--- config.mk ---
export PLATFORM = sky130hd
export DESIGN_NAME = narrowPeriphBridge
export DESIGN_NICKNAME = d
export VERILOG_FILES = /design/src/rtl/npbPkg.sv /design/src/rtl/npbCtrl.sv /design/src/rtl/npbData.sv /design/src/rtl/narrowPeriphBridge.sv
export SDC_FILE = /design/constraint.sdc
export NUM_CORES = 1
export LEC_CHECK = 0
export BUFFER_PORTS_ARGS = -buffer_cell sky130_fd_sc_hd__clkbuf_2
export CAP_MARGIN = 10
export CORE_MARGIN = 4
export CORE_UTILIZATION = 40
export DETAILED_ROUTE_END_ITERATION = 10
export GPL_TIMING_DRIVEN = 0
export MAX_ROUTING_LAYER = met4
export PLACE_DENSITY = 0.74
export SLEW_MARGIN = 25
export SYNTH_ARGS = -nofsm -noshare
export SYNTH_HDL_FRONTEND = slang
export SYNTH_HIERARCHICAL = 1
export SYNTH_SLANG_ARGS = --single-unit
--- constraint.sdc ---
create_clock -name clk -period 5.5 [get_ports clk]
set_input_delay 0.275 -clock clk [delete_from_list [all_inputs] [get_ports clk]]
set_output_delay 0.275 -clock clk [all_outputs]
set_load 0.01 [all_outputs]
--- src/rtl/npbPkg.sv ---
package npbPkg;
  localparam int ADDR_W = 32;
  localparam int DATA_W = 32;
  localparam int BUS_W  = 16;

  typedef enum logic [2:0] {
    ST_IDLE,
    ST_ADDR,
    ST_WAIT,
    ST_DATA,
    ST_RESP
  } npbState_e;

  typedef struct packed {
    logic       capture;
    logic       ale;
    logic       rd;
    logic       wr;
    logic       dataPh;
    logic       wide;
    logic [1:0] beat;
  } npbStrobe_t;
endpackage

--- src/rtl/npbCtrl.sv ---
module npbCtrl
  import npbPkg::*;
#(
  parameter int WAIT_W        = 4,
  parameter int NUM_RANGES    = 2,
  parameter int MIN_SIZE_LOG2 = 16,
  localparam int SEL_W = (NUM_RANGES > 1) ? $clog2(NUM_RANGES) : 1
) (
  input  logic              clk,
  input  logic              rstN,
  input  logic              cfgWrEn,
  input  logic [SEL_W-1:0]  cfgSel,
  input  logic [31:0]       cfgWrData,
  output logic [31:0]       cfgRdData,
  input  logic              reqValid,
  input  logic              reqWrite,
  input  logic [ADDR_W-1:0] reqAddr,
  output npbStrobe_t        strobe,
  output logic              busAle,
  output logic              busRd,
  output logic              busWr,
  output logic              rspReady,
  output logic              rspError
);
  localparam logic [31:0] WAIT_MASK = 32'(((1 << WAIT_W) - 1) << 4);
  localparam logic [31:0] CFG_MASK  = 32'hFFFF_1F03 | WAIT_MASK;
  localparam logic [31:0] CFG_RST   = WAIT_MASK;

  logic [31:0]            cfgReg [NUM_RANGES];
  logic [NUM_RANGES-1:0]  hitVec;
  logic                   anyHit;
  logic [SEL_W-1:0]       selIdx;

  npbState_e              state;
  logic                   curWide;
  logic                   curWrite;
  logic [WAIT_W-1:0]      curWait;
  logic [WAIT_W-1:0]      waitCnt;
  logic [1:0]             beat;
  logic                   errFlag;
  logic                   accept;
  logic [1:0]             lastBeat;

  // Window registers
  always_ff @(posedge clk or negedge rstN) begin
    if (!rstN) begin
      for (int i = 0; i < NUM_RANGES; i++) cfgReg[i] <= CFG_RST;
    end else if (cfgWrEn) begin
      cfgReg[cfgSel] <= cfgWrData & CFG_MASK;
    end
  end

  assign cfgRdData = cfgReg[cfgSel];

  // Per-window address match
  for (genvar r = 0; r < NUM_RANGES; r++) begin : gRange
    logic [4:0]  sizeLog2;
    logic [31:0] mask;
    logic        unusedBits;
    assign sizeLog2 = (cfgReg[r][12:8] < 5'(MIN_SIZE_LOG2)) ? 5'(MIN_SIZE_LOG2) : cfgReg[r][12:8];
    assign mask     = ~((32'h1 << sizeLog2) - 32'h1);
    assign hitVec[r] = cfgReg[r][0] &&
                       ((reqAddr & mask) == ({cfgReg[r][31:16], 16'h0000} & mask));
    assign unusedBits = ^{cfgReg[r][3:2], cfgReg[r][15:13]};
  end

  // Lowest index wins
  always_comb begin
    anyHit = |hitVec;
    selIdx = '0;
    for (int i = NUM_RANGES - 1; i >= 0; i--) begin
      if (hitVec[i]) selIdx = SEL_W'(i);
    end
  end

  assign accept   = (state == ST_IDLE) && reqValid;
  assign lastBeat = curWide ? 2'd1 : 2'd3;

  // Beat sequencer and wait counter
  always_ff @(posedge clk or negedge rstN) begin
    if (!rstN) begin
      state    <= ST_IDLE;
      curWide  <= 1'b0;
      curWrite <= 1'b0;
      curWait  <= '0;
      waitCnt  <= '0;
      beat     <= '0;
      errFlag  <= 1'b0;
    end else begin
      case (state)
        ST_IDLE: begin
          if (reqValid) begin
            if (anyHit) begin
              state    <= ST_ADDR;
              curWide  <= cfgReg[selIdx][1];
              curWait  <= cfgReg[selIdx][4 +: WAIT_W];
              curWrite <= reqWrite;
              beat     <= '0;
              errFlag  <= 1'b0;
            end else begin
              state   <= ST_RESP;
              errFlag <= 1'b1;
            end
          end
        end
        ST_ADDR: begin
          waitCnt <= '0;
          state   <= (curWait == '0) ? ST_DATA : ST_WAIT;
        end
        ST_WAIT: begin
          waitCnt <= waitCnt + 1'b1;
          if (waitCnt == WAIT_W'(curWait - 1'b1)) state <= ST_DATA;
        end
        ST_DATA: begin
          if (beat == lastBeat) begin
            state <= ST_RESP;
          end else begin
            beat  <= beat + 1'b1;
            state <= ST_ADDR;
          end
        end
        ST_RESP: state <= ST_IDLE;
        default: state <= ST_IDLE;
      endcase
    end
  end

  // Strobes to the datapath and bus control
  always_comb begin
    strobe.capture = accept && anyHit;
    strobe.ale     = (state == ST_ADDR);
    strobe.rd      = ((state == ST_WAIT) || (state == ST_DATA)) && !curWrite;
    strobe.wr      = ((state == ST_WAIT) || (state == ST_DATA)) && curWrite;
    strobe.dataPh  = (state == ST_DATA);
    strobe.wide    = curWide;
    strobe.beat    = beat;
  end

  assign busAle   = strobe.ale;
  assign busRd    = strobe.rd;
  assign busWr    = strobe.wr;
  assign rspReady = (state == ST_RESP);
  assign rspError = (state == ST_RESP) && errFlag;

  // miss goes straight to an error response
  a_r2_miss_error: assert property (@(posedge clk) disable iff (!rstN)
    (accept && !anyHit) |=> (rspReady && rspError));

  // wait counter stays inside the window's wait count
  a_r5_wait_bound: assert property (@(posedge clk) disable iff (!rstN)
    (state == ST_WAIT) |-> (waitCnt < curWait));

  // a 16-bit request never runs past two beats
  a_r4_wide_beats: assert property (@(posedge clk) disable iff (!rstN)
    (state == ST_DATA && curWide) |-> (beat <= 2'd1));

  // after the last data cycle the response follows
  a_r5_resp_after_last: assert property (@(posedge clk) disable iff (!rstN)
    (state == ST_DATA && beat == lastBeat) |=> rspReady);
endmodule

--- src/rtl/npbData.sv ---
module npbData
  import npbPkg::*;
(
  input  logic              clk,
  input  logic              rstN,
  input  npbStrobe_t        strobe,
  input  logic [ADDR_W-1:0] reqAddr,
  input  logic [DATA_W-1:0] reqWData,
  input  logic [BUS_W-1:0]  adIn,
  output logic [BUS_W-1:0]  adOut,
  output logic              adOe,
  output logic [2:0]        lowAddr,
  output logic [DATA_W-1:0] rspRData
);
  logic [ADDR_W-1:2] wordAddr;
  logic [DATA_W-1:0] wData;
  logic [DATA_W-1:0] rData;
  logic [1:0]        byteOff;
  logic [ADDR_W-1:0] beatAddr;
  logic [4:0]        laneSel;
  logic              unusedBits;

  assign unusedBits = ^reqAddr[1:0];

  // Byte offset within the word for the current beat
  assign byteOff  = strobe.wide ? {strobe.beat[0], 1'b0} : strobe.beat;
  assign beatAddr = {wordAddr, byteOff};
  assign laneSel  = strobe.wide ? {strobe.beat[0], 4'b0000} : {strobe.beat, 3'b000};
  assign lowAddr  = beatAddr[2:0];

  always_ff @(posedge clk or negedge rstN) begin
    if (!rstN) begin
      wordAddr <= '0;
      wData    <= '0;
      rData    <= '0;
    end else if (strobe.capture) begin
      wordAddr <= reqAddr[ADDR_W-1:2];
      wData    <= reqWData;
      rData    <= '0;
    end else if (strobe.dataPh && strobe.rd) begin
      if (strobe.wide) rData[laneSel +: 16] <= adIn;
      else             rData[laneSel +: 8]  <= adIn[7:0];
    end
  end

  // Line drive: address, then write data with address kept on idle lanes
  always_comb begin
    adOut = '0;
    if (strobe.ale) begin
      adOut = beatAddr[BUS_W-1:0];
    end else if (strobe.wr) begin
      if (strobe.wide) adOut = wData[laneSel +: 16];
      else             adOut = {beatAddr[15:8], wData[laneSel +: 8]};
    end
  end

  assign adOe     = strobe.ale || strobe.wr;
  assign rspRData = rData;
endmodule

--- src/rtl/narrowPeriphBridge.sv ---
module narrowPeriphBridge
  import npbPkg::*;
#(
  parameter int WAIT_W        = 4,
  parameter int NUM_RANGES    = 2,
  parameter int MIN_SIZE_LOG2 = 16,
  localparam int SEL_W = (NUM_RANGES > 1) ? $clog2(NUM_RANGES) : 1
) (
  input  logic              clk,
  input  logic              rstN,
  input  logic              cfgWrEn,
  input  logic [SEL_W-1:0]  cfgSel,
  input  logic [31:0]       cfgWrData,
  output logic [31:0]       cfgRdData,
  input  logic              reqValid,
  input  logic              reqWrite,
  input  logic [ADDR_W-1:0] reqAddr,
  input  logic [DATA_W-1:0] reqWData,
  output logic              rspReady,
  output logic              rspError,
  output logic [DATA_W-1:0] rspRData,
  output logic              busAle,
  output logic              busRd,
  output logic              busWr,
  output logic [2:0]        lowAddr,
  output logic [BUS_W-1:0]  adOut,
  output logic              adOe,
  input  logic [BUS_W-1:0]  adIn
);
  npbStrobe_t strobe;

  npbCtrl #(
    .WAIT_W(WAIT_W), .NUM_RANGES(NUM_RANGES), .MIN_SIZE_LOG2(MIN_SIZE_LOG2)
  ) uCtrl (
    .clk(clk), .rstN(rstN),
    .cfgWrEn(cfgWrEn), .cfgSel(cfgSel), .cfgWrData(cfgWrData), .cfgRdData(cfgRdData),
    .reqValid(reqValid), .reqWrite(reqWrite), .reqAddr(reqAddr),
    .strobe(strobe), .busAle(busAle), .busRd(busRd), .busWr(busWr),
    .rspReady(rspReady), .rspError(rspError)
  );

  npbData uData (
    .clk(clk), .rstN(rstN), .strobe(strobe),
    .reqAddr(reqAddr), .reqWData(reqWData), .adIn(adIn),
    .adOut(adOut), .adOe(adOe), .lowAddr(lowAddr), .rspRData(rspRData)
  );

  // bus cycle kinds never overlap
  a_r1_exclusive: assert property (@(posedge clk) disable iff (!rstN)
    $onehot0({busAle, busRd, busWr}));

  // write cycles keep every line driven
  a_r6_write_driven: assert property (@(posedge clk) disable iff (!rstN)
    busWr |-> adOe);

  // read cycles release the lines
  a_r9_read_released: assert property (@(posedge clk) disable iff (!rstN)
    busRd |-> !adOe);

  // address cycle is driven and lasts one cycle
  a_r7_addr_driven: assert property (@(posedge clk) disable iff (!rstN)
    busAle |-> adOe);
  a_r5_ale_single: assert property (@(posedge clk) disable iff (!rstN)
    busAle |=> !busAle);
endmodule

==> results of run 1 <==
-- layout by cell type (no fill, tap or decap), types with 21 or more instances in the layout --
cell type | synthesis | routed
inv_1 | 21 | 21
mux2_2 | 126 | 126
clkbuf_2 | 0 | 193
xor2_1 | 24 | 24
nand3_1 | 24 | 24
nand2_1 | 49 | 49
buf_2 | 24 | 24
dfrtp_1 | 140 | 140
o21ai_0 | 39 | 39
nor2_1 | 30 | 30
-- cells in the mapped netlist, types with 3 or more instances --
cell type    n
o21ai_1     10
a32oi_1     10
inv_1       21
nor2_1      30
nand2_1     49
buf_1        5
xnor2_1     17
a21o_1       4
and3_1       9
nor3b_1      4
buf_4       12
o22ai_1      7
o2bb2ai_1    9
a211oi_1     9
dfstp_2      8
o221a_2      4
and2_1       3
a22oi_1     12
a31oi_1      3
xor2_1      24
nand4_1      6
nor3_1      11
or3_1        6
dfrtp_1    140
ha_1         7
a21oi_1     12
o21ai_0     39
mux2i_1     15
mux2_2     126
nor4_1       3
nand3_1     24
o31ai_1     15
nor2b_1     10
o211a_1      4
clkbuf_1    15
buf_2       24
a2111oi_4    3
nand2b_1    10
-- power groups by stage --
| stage | Sequential (mW) | Combinational [mW] | Clock, mW |
|---|---|---|---|
| 6_report | 1.24 | 0.599 | 1.13 |
| 5_1_grt | 1.25 | 0.650 | 1.21 |
| 4_1_cts | 1.24 | 0.597 | 1.16 |
| 3_5_place_dp | 1.26 | 0.593 | 0 |
| 3_3_place_gp | 1.25 | 0.583 | 0 |
| 2_1_floorplan | 1.24 | 0.391 | 0 |
-- routing by layer --
metal	share of wire	up-vias
li1	-	3234
met1	0.43	3291
met2	0.47	331
met3	0.086	27
met4	0.017	0
met5	0	-
-- layout make-up --
cell class,instances,share of cell area
antenna,1,0.000243
tap,270,0.0329
clock inverter,14,0.0139
buffer,58,0.0299
timing repair buffer,196,0.0990
inverter,23,0.00840
clock buffer,18,0.0417
multi-input combinational,537,0.413
sequential,148,0.361
-- kinds of logic after synthesis --
group,synth area share
simple gates,0.110
compound gates,0.151
flops,0.446
mux,0.192
buf+inv,0.0473
xor+xnor,0.0431
fa+ha+maj,0.0105
other cells,0.000450
-- worst reg2reg max path: stages, from the launching register on --
cell       delay [ns]
dfrtp_1          0.40
buf_2            0.19
nor4_1           0.26
nor2_1           0.10
ha_1             0.22
buf_6            0.14
or4b_1           0.51
a21oi_1          0.17
o2bb2ai_1        0.17
a2111oi_4        0.43
a32oi_4          0.17
inv_1            0.10
clkbuf_1         0.28
clkbuf_1         0.56
nor2_1           0.29
o2bb2ai_1        0.20
-- sequential cells by signal, summed over array words and instances, names as in the netlist --
| signal | cells |
|---|---|
| uCtrl/beat | 2 |
| uCtrl/cfgReg | 54 |
| uCtrl/curWait | 4 |
| uCtrl/curWide | 1 |
| uCtrl/curWrite | 1 |
| uCtrl/errFlag | 1 |
| uCtrl/state | 3 |
| uCtrl/waitCnt | 4 |
| uData/rspRData | 32 |
| uData/wData | 32 |
| uData/wordAddr | 14 |
-- through the flow --
stage	util	setup WS (ns)
2_1_floorplan	-	1.76
3_3_place_gp	0.474	1.28
3_5_place_dp	0.476	1.21
4_1_cts	0.505	1.20
5_1_grt	0.505	0.909
6_report	0.505	1.19
-- path summary, 6_finish.rpt --
| path | to | slack [ns] | depth (start not counted) |
|---|---|---|---|
| max | uData/rspRData[15] | 1.19 | 15 |
| min reg2reg | uCtrl/errFlag | 0.48 | 2 |
| min in group asynchronous | uData/wordAddr[6] | 0.41 | 2 |
| max in group asynchronous | uCtrl/cfgReg[39] | 4.27 | 3 |
| min | uData/wData[30] | 0.08 | 2 |
| max reg2reg | uData/rspRData[15] | 1.19 | 15 |
==> metrics.txt, run 1 <==
status completed; combinational cell fraction of total power 0.202; flops & latches, synth around 150; number of flops mapped to enable cells by yosys 0; Placer Congestion ~0.9; worst min-delay path class in2reg; critical path cell sequence buf_2 -> nor4_1 -> nor2_1 -> ha_1 -> buf_6 -> or4b_1 -> a21oi_1 -> o2bb2ai_1 -> a2111oi_4 -> a32oi_4 -> inv_1 -> clkbuf_1 -> clkbuf_1 -> nor2_1 -> o2bb2ai_1; crit path launch uCtrl/cfgReg[40]; Worst path top cell family by delay buffers and inverters; die footprint 23200 sq um; Sequential Area 3710 sq um; vias slightly below 7k; top cell type's share of synthesized area 0.420; Die W roughly 150 microns; WHS 0.0787 ns; cell area after layout a little over 10000 sq um; Setup Buffers After CTS 0; Initial Util 0.409; Final Hold Viols 0; P_sw 0.887 mW; internal power 2.08 mW; Slew Viols, Final 0; grt met1 use 0.252; Post-Layout Cell Count 1265; Tot GR Track Use 0.194; Pre-antenna DRT Iters 5; hold buffers post-CTS 1; nets 1106; final WL 22400 microns; top cell type by total area after synthesis dfrtp_1; die height 152 microns; critical path launch point type flip-flop; vias in the first global route 6722; Seq/Total Area, Yosys 0.446; Critical path buffers and inverters 5; CTS tree done; share of post-route cells with drive strength above 1 0.426; Reg-to-Reg Start uCtrl/cfgReg[40]; placed insts between 1k and 1.5k; Ports 207; DP Area around 9700 sq um; WL per Instance 17.7 microns; worst skew pair latency ~0.43 ns; power per cell area 289 nW/um^2; ys async rst share 1.00; YS warnings 6; antenna-violating nets left 0; CTS clock-pin slew for the worst setup and hold paths 0.07 ns; # resized after CTS 0; post-DP HPWL ~17000 microns; Post-Synthesis Cell Area 8340 sq um; Multi-input gate area 4240 sq um; port buffer count 194; RSZ-0062 raised after global routing no; Num CTS Buffers 17; main area contributors after synthesis dfrtp_1 42%, mux2_2 17%, dfstp_2 2.5%; crit-path max FO 10; Sequential Power Share 0.417; row count 52; clock root buffer clkbuf_16; CP Capture Type flip-flop; grt total ovfl 0; CTS Sinks 148; first-pass GRT wire length 35700 microns; main flop type after synthesis dfrtp_1; Cells after Synth 762; setup violators final 0; initial antenna violation count 0; syn_area_per_cell 10.9 sq um; Sw Ratio 0.299; met2 Use GR 0.304; Fin Setup TNS 0 ns; HP Start reqWData[30]; period utilisation layout 0.784; Tmin final 4.31 ns; critical path type reg2reg; total chip power 2.97 mW; Synth cell types 73; Worst VDD drop 0.000276 V; Synth-to-Final Area Change 23.3%; Least-Margin Pin Slew about 0.74 ns; critical path data required time 5.79 ns; met3 Use GR 0.0520; core area 20400 sq um; CTS Buffer Depth 2; CTS H-tree depth 4; max-cap violations 0; DRC Markers 0; most used routing layer met2; largest net degree at the start of global routing 84; Via density ~5.4; Max Freq 232 MHz; Layout Skew approximately 0.014 ns; delay of the slowest critical-path stage between 0.5 and 0.6 ns; Pleak 4.96 nW; clock power share 0.381; slowest CP cell clkbuf_1; Critical Path AT 4.60 ns; Layout fillers 1834; Max transition margin 0.505; Iteration-0 DRC Markers around 560
(Power assumes the default switching activity.)
==> run 2: changes to the inputs <==
--- a/config.mk
+++ b/config.mk
@@ -12,7 +12,7 @@
 export DETAILED_ROUTE_END_ITERATION = 10
 export GPL_TIMING_DRIVEN = 0
 export MAX_ROUTING_LAYER = met4
-export PLACE_DENSITY = 0.74
+export PLACE_DENSITY = 0.76
 export SLEW_MARGIN = 25
 export SYNTH_ARGS = -nofsm -noshare
 export SYNTH_HDL_FRONTEND = slang
==> constraint.sdc (replaced) <==
create_clock -name clk -period 3.9 [get_ports clk]
set_input_delay 0.195 -clock clk [delete_from_list [all_inputs] [get_ports clk]]
set_output_delay 0.195 -clock clk [all_outputs]
set_load 0.01 [all_outputs]
==> run 2 against run 1 <==
Flip-flop and latch count unchanged; non-clock buffer count up 30; via count up 3.8%; wire length up 6.7%; global-route usage up 1.3 points; final cell count up 2.5%; first-iteration DRC count down 1.3%; critical path type unchanged; highest routed layer unchanged.
==> metrics.txt, run 2 (synthesis results as in run 1) <==
final WL 23900 microns (+6.7%); WL per Instance 18.4 microns (+4.1%); CTS Sinks 148 (unchanged); top layer used by detailed routing met4; CP Capture Type flip-flop; share of post-route cells with drive strength above 1 0.424 (-0.00173); worst min-delay path class in2reg; clock power share 0.377 (-0.004); Crit path top cell by count buf_4; commonest cells after routing, fill and taps aside 194 x clkbuf_2, 140 x dfrtp_1, 126 x mux2_2, 49 x nand2_1, 39 x o21ai_0; DR WL met3 2140 microns (+11%); Max Freq 269 MHz (+16%); max reg flops 54 (unchanged); Critical Path AT 4.02 ns (-0.58 ns); Least-Margin Pin Slew 0.803 ns (+0.0634 ns); power per cell area 398 nW/um^2 (+38%); met2 routed WL 11400 microns (+9.8%); WHS 0.0182 ns (-0.0605 ns); delay of the slowest critical-path stage 0.47 ns (-0.08 ns); Synth-to-Final Area Change 27.4%; Pleak 5.11 nW (+3.0%); CTS H-tree depth 4 (unchanged); die height 152 microns (unchanged); slowest CP cell dfrtp_1; critical path type reg2reg; Tot GR Track Use 0.207 (+0.0132); Biggest register uCtrl/cfgReg; CTS tree done; Final WS setup 0.180 ns (-1.01 ns); grt total ovfl 0 (unchanged); Final Hold Viols 0 (unchanged); worst skew pair latency 0.43 ns (about the same); initial antenna violation count 2 (+2); M1 wire length 9810 microns (+1.7%); DRC Markers 0 (unchanged); commonest non-fill, non-tap cell in the layout clkbuf_2; Layout Skew 0.0131 ns (-0.000694 ns); antenna-violating nets left 0 (unchanged); P_sw 1.25 mW (+41%); CTS clock-pin slew for the worst setup and hold paths 0.06 ns (about the same); Initial Util 0.409 (unchanged); Sw Ratio 0.297 (-0.00175); period utilisation layout 0.954 (+0.170); max-cap violations 0 (unchanged); vias in the first global route 7033 (+4.6%); port buffer count 194 (unchanged); die footprint 23200 sq um (unchanged); Placer Congestion 0.890 (-1.7%); CTS Buffer Depth 2 (unchanged); status completed; nets 1136 (+2.7%); Via density 5.51 (+1.3%); Iteration-0 DRC Markers 551 (-1.3%); critical path data required time 4.20 ns (-1.59 ns); crit-path max FO 10 (unchanged); Pre-antenna DRT Iters 5 (unchanged); setup violators final 0 (unchanged); first-pass GRT wire length 38000 microns (+6.5%); combinational cell fraction of total power 0.209 (+0.007); RSZ-0062 raised after global routing no; Sequential Power Share 0.414 (-0.003); internal power 2.97 mW (+43%); largest net degree at the start of global routing 81 (-3.6%); critical path cell sequence buf_4 -> o41a_1 -> ha_1 -> buf_2 -> and4bb_2 -> nand3_1 -> a32o_1 -> a311oi_2 -> a32oi_4 -> inv_2 -> buf_6 -> buf_4 -> mux2_2; clock root buffer clkbuf_16; row count 52 (unchanged); critical path launch point type flip-flop; Ports 207 (unchanged); Tmin final 3.72 ns (-0.592 ns); Max transition margin 0.460 (-0.0448); Num CTS Buffers 17 (unchanged); core area 20400 sq um (unchanged); Die W 152 microns (unchanged); Slew Viols, Final 0 (unchanged); Worst VDD drop 0.000289 V (+4.4%); vias 7145 (+3.8%); pre-CTS WS -0.394 ns (-1.60 ns); post-DP HPWL 17300 microns (+2.0%)
[run 2: worst paths after layout]
| check | start | end | slack (ns) | cells after the start |
|---|---|---|---|---|
| max | uCtrl/cfgReg[11] | uData/wordAddr[12] | 0.18 | 13 |
| min | cfgWrData[25] | uCtrl/cfgReg[57] | 0.02 | 2 |
| max reg2reg | uCtrl/cfgReg[11] | uData/wordAddr[12] | 0.18 | 13 |
| min reg2reg | uCtrl/errFlag | uCtrl/errFlag | 0.49 | 2 |
| max in group asynchronous | rstN | uCtrl/cfgReg[4] | 2.73 | 3 |
| min in group asynchronous | rstN | uData/wordAddr[6] | 0.34 | 2 |
[run 2: area by class of cell]
| cell class | instances | area [sq um] |
|---|---|---|
| Timing Repair Buffer | 227 | 1310 |
| Inverter | 23 | 86.3 |
| Tap cell | 270 | 338 |
| Clock buffer | 20 | 447 |
| Antenna cell | 2 | 5.00 |
| Buffer | 57 | 325 |
| Sequential cell | 148 | 3710 |
| Clock inverter | 12 | 119 |
| Fill cell | 1753 | 9750 |
| Multi-Input combinational cell | 537 | 4270 |
[run 2: timing repair]
action,in CTS,in global routing
buffers inserted,1,7
hold buffers,25,0
hold endpoints to repair,92,0
endpoints found under the setup margin,57,65
gates resized for setup,6,9
pin swaps,0,5
[run 2: through the flow]
stage                     std cells   util  TNS [ns]  total power [mW]  area, sq um
after CTS                      1288  0.517         0              4.23        10500
after floorplan                 766      -         0              2.30         8350
after global routing           1296  0.521         0              4.41        10600
after detailed placement       1231  0.476    -16.20              2.61         9700
final                          1296  0.521         0              4.22        10600
after global placement         1230  0.474    -12.74              2.59         9660
[run 2: layer usage]
metal / track usage / up-vias
li1: - / 3300
met1: 0.258 / 3411
met2: 0.333 / 393
met3: 0.0568 / 41
met4: 0.0604 / 0
met5: - / -
[run 2: critical path, delay by kind of cell (launching register included)]
| family | cells | cell delay (ns) |
|---|---|---|
| buf+inv | 5 | 0.95 |
| mux | 1 | 0.36 |
| compound gates | 4 | 1.20 |
| flops | 1 | 0.47 |
| simple gates | 2 | 0.40 |
| fa+ha+maj | 1 | 0.20 |
[run 2: power groups by stage]
| stage | Combinational (mW) | Sequential, mW | Clock, mW |
|---|---|---|---|
| floorplan | 0.551 | 1.74 | 0 |
| global placement | 0.822 | 1.76 | 0 |
| detailed placement | 0.838 | 1.77 | 0 |
| CTS | 0.868 | 1.74 | 1.62 |
| global route | 0.957 | 1.76 | 1.69 |
| finish | 0.884 | 1.75 | 1.59 |
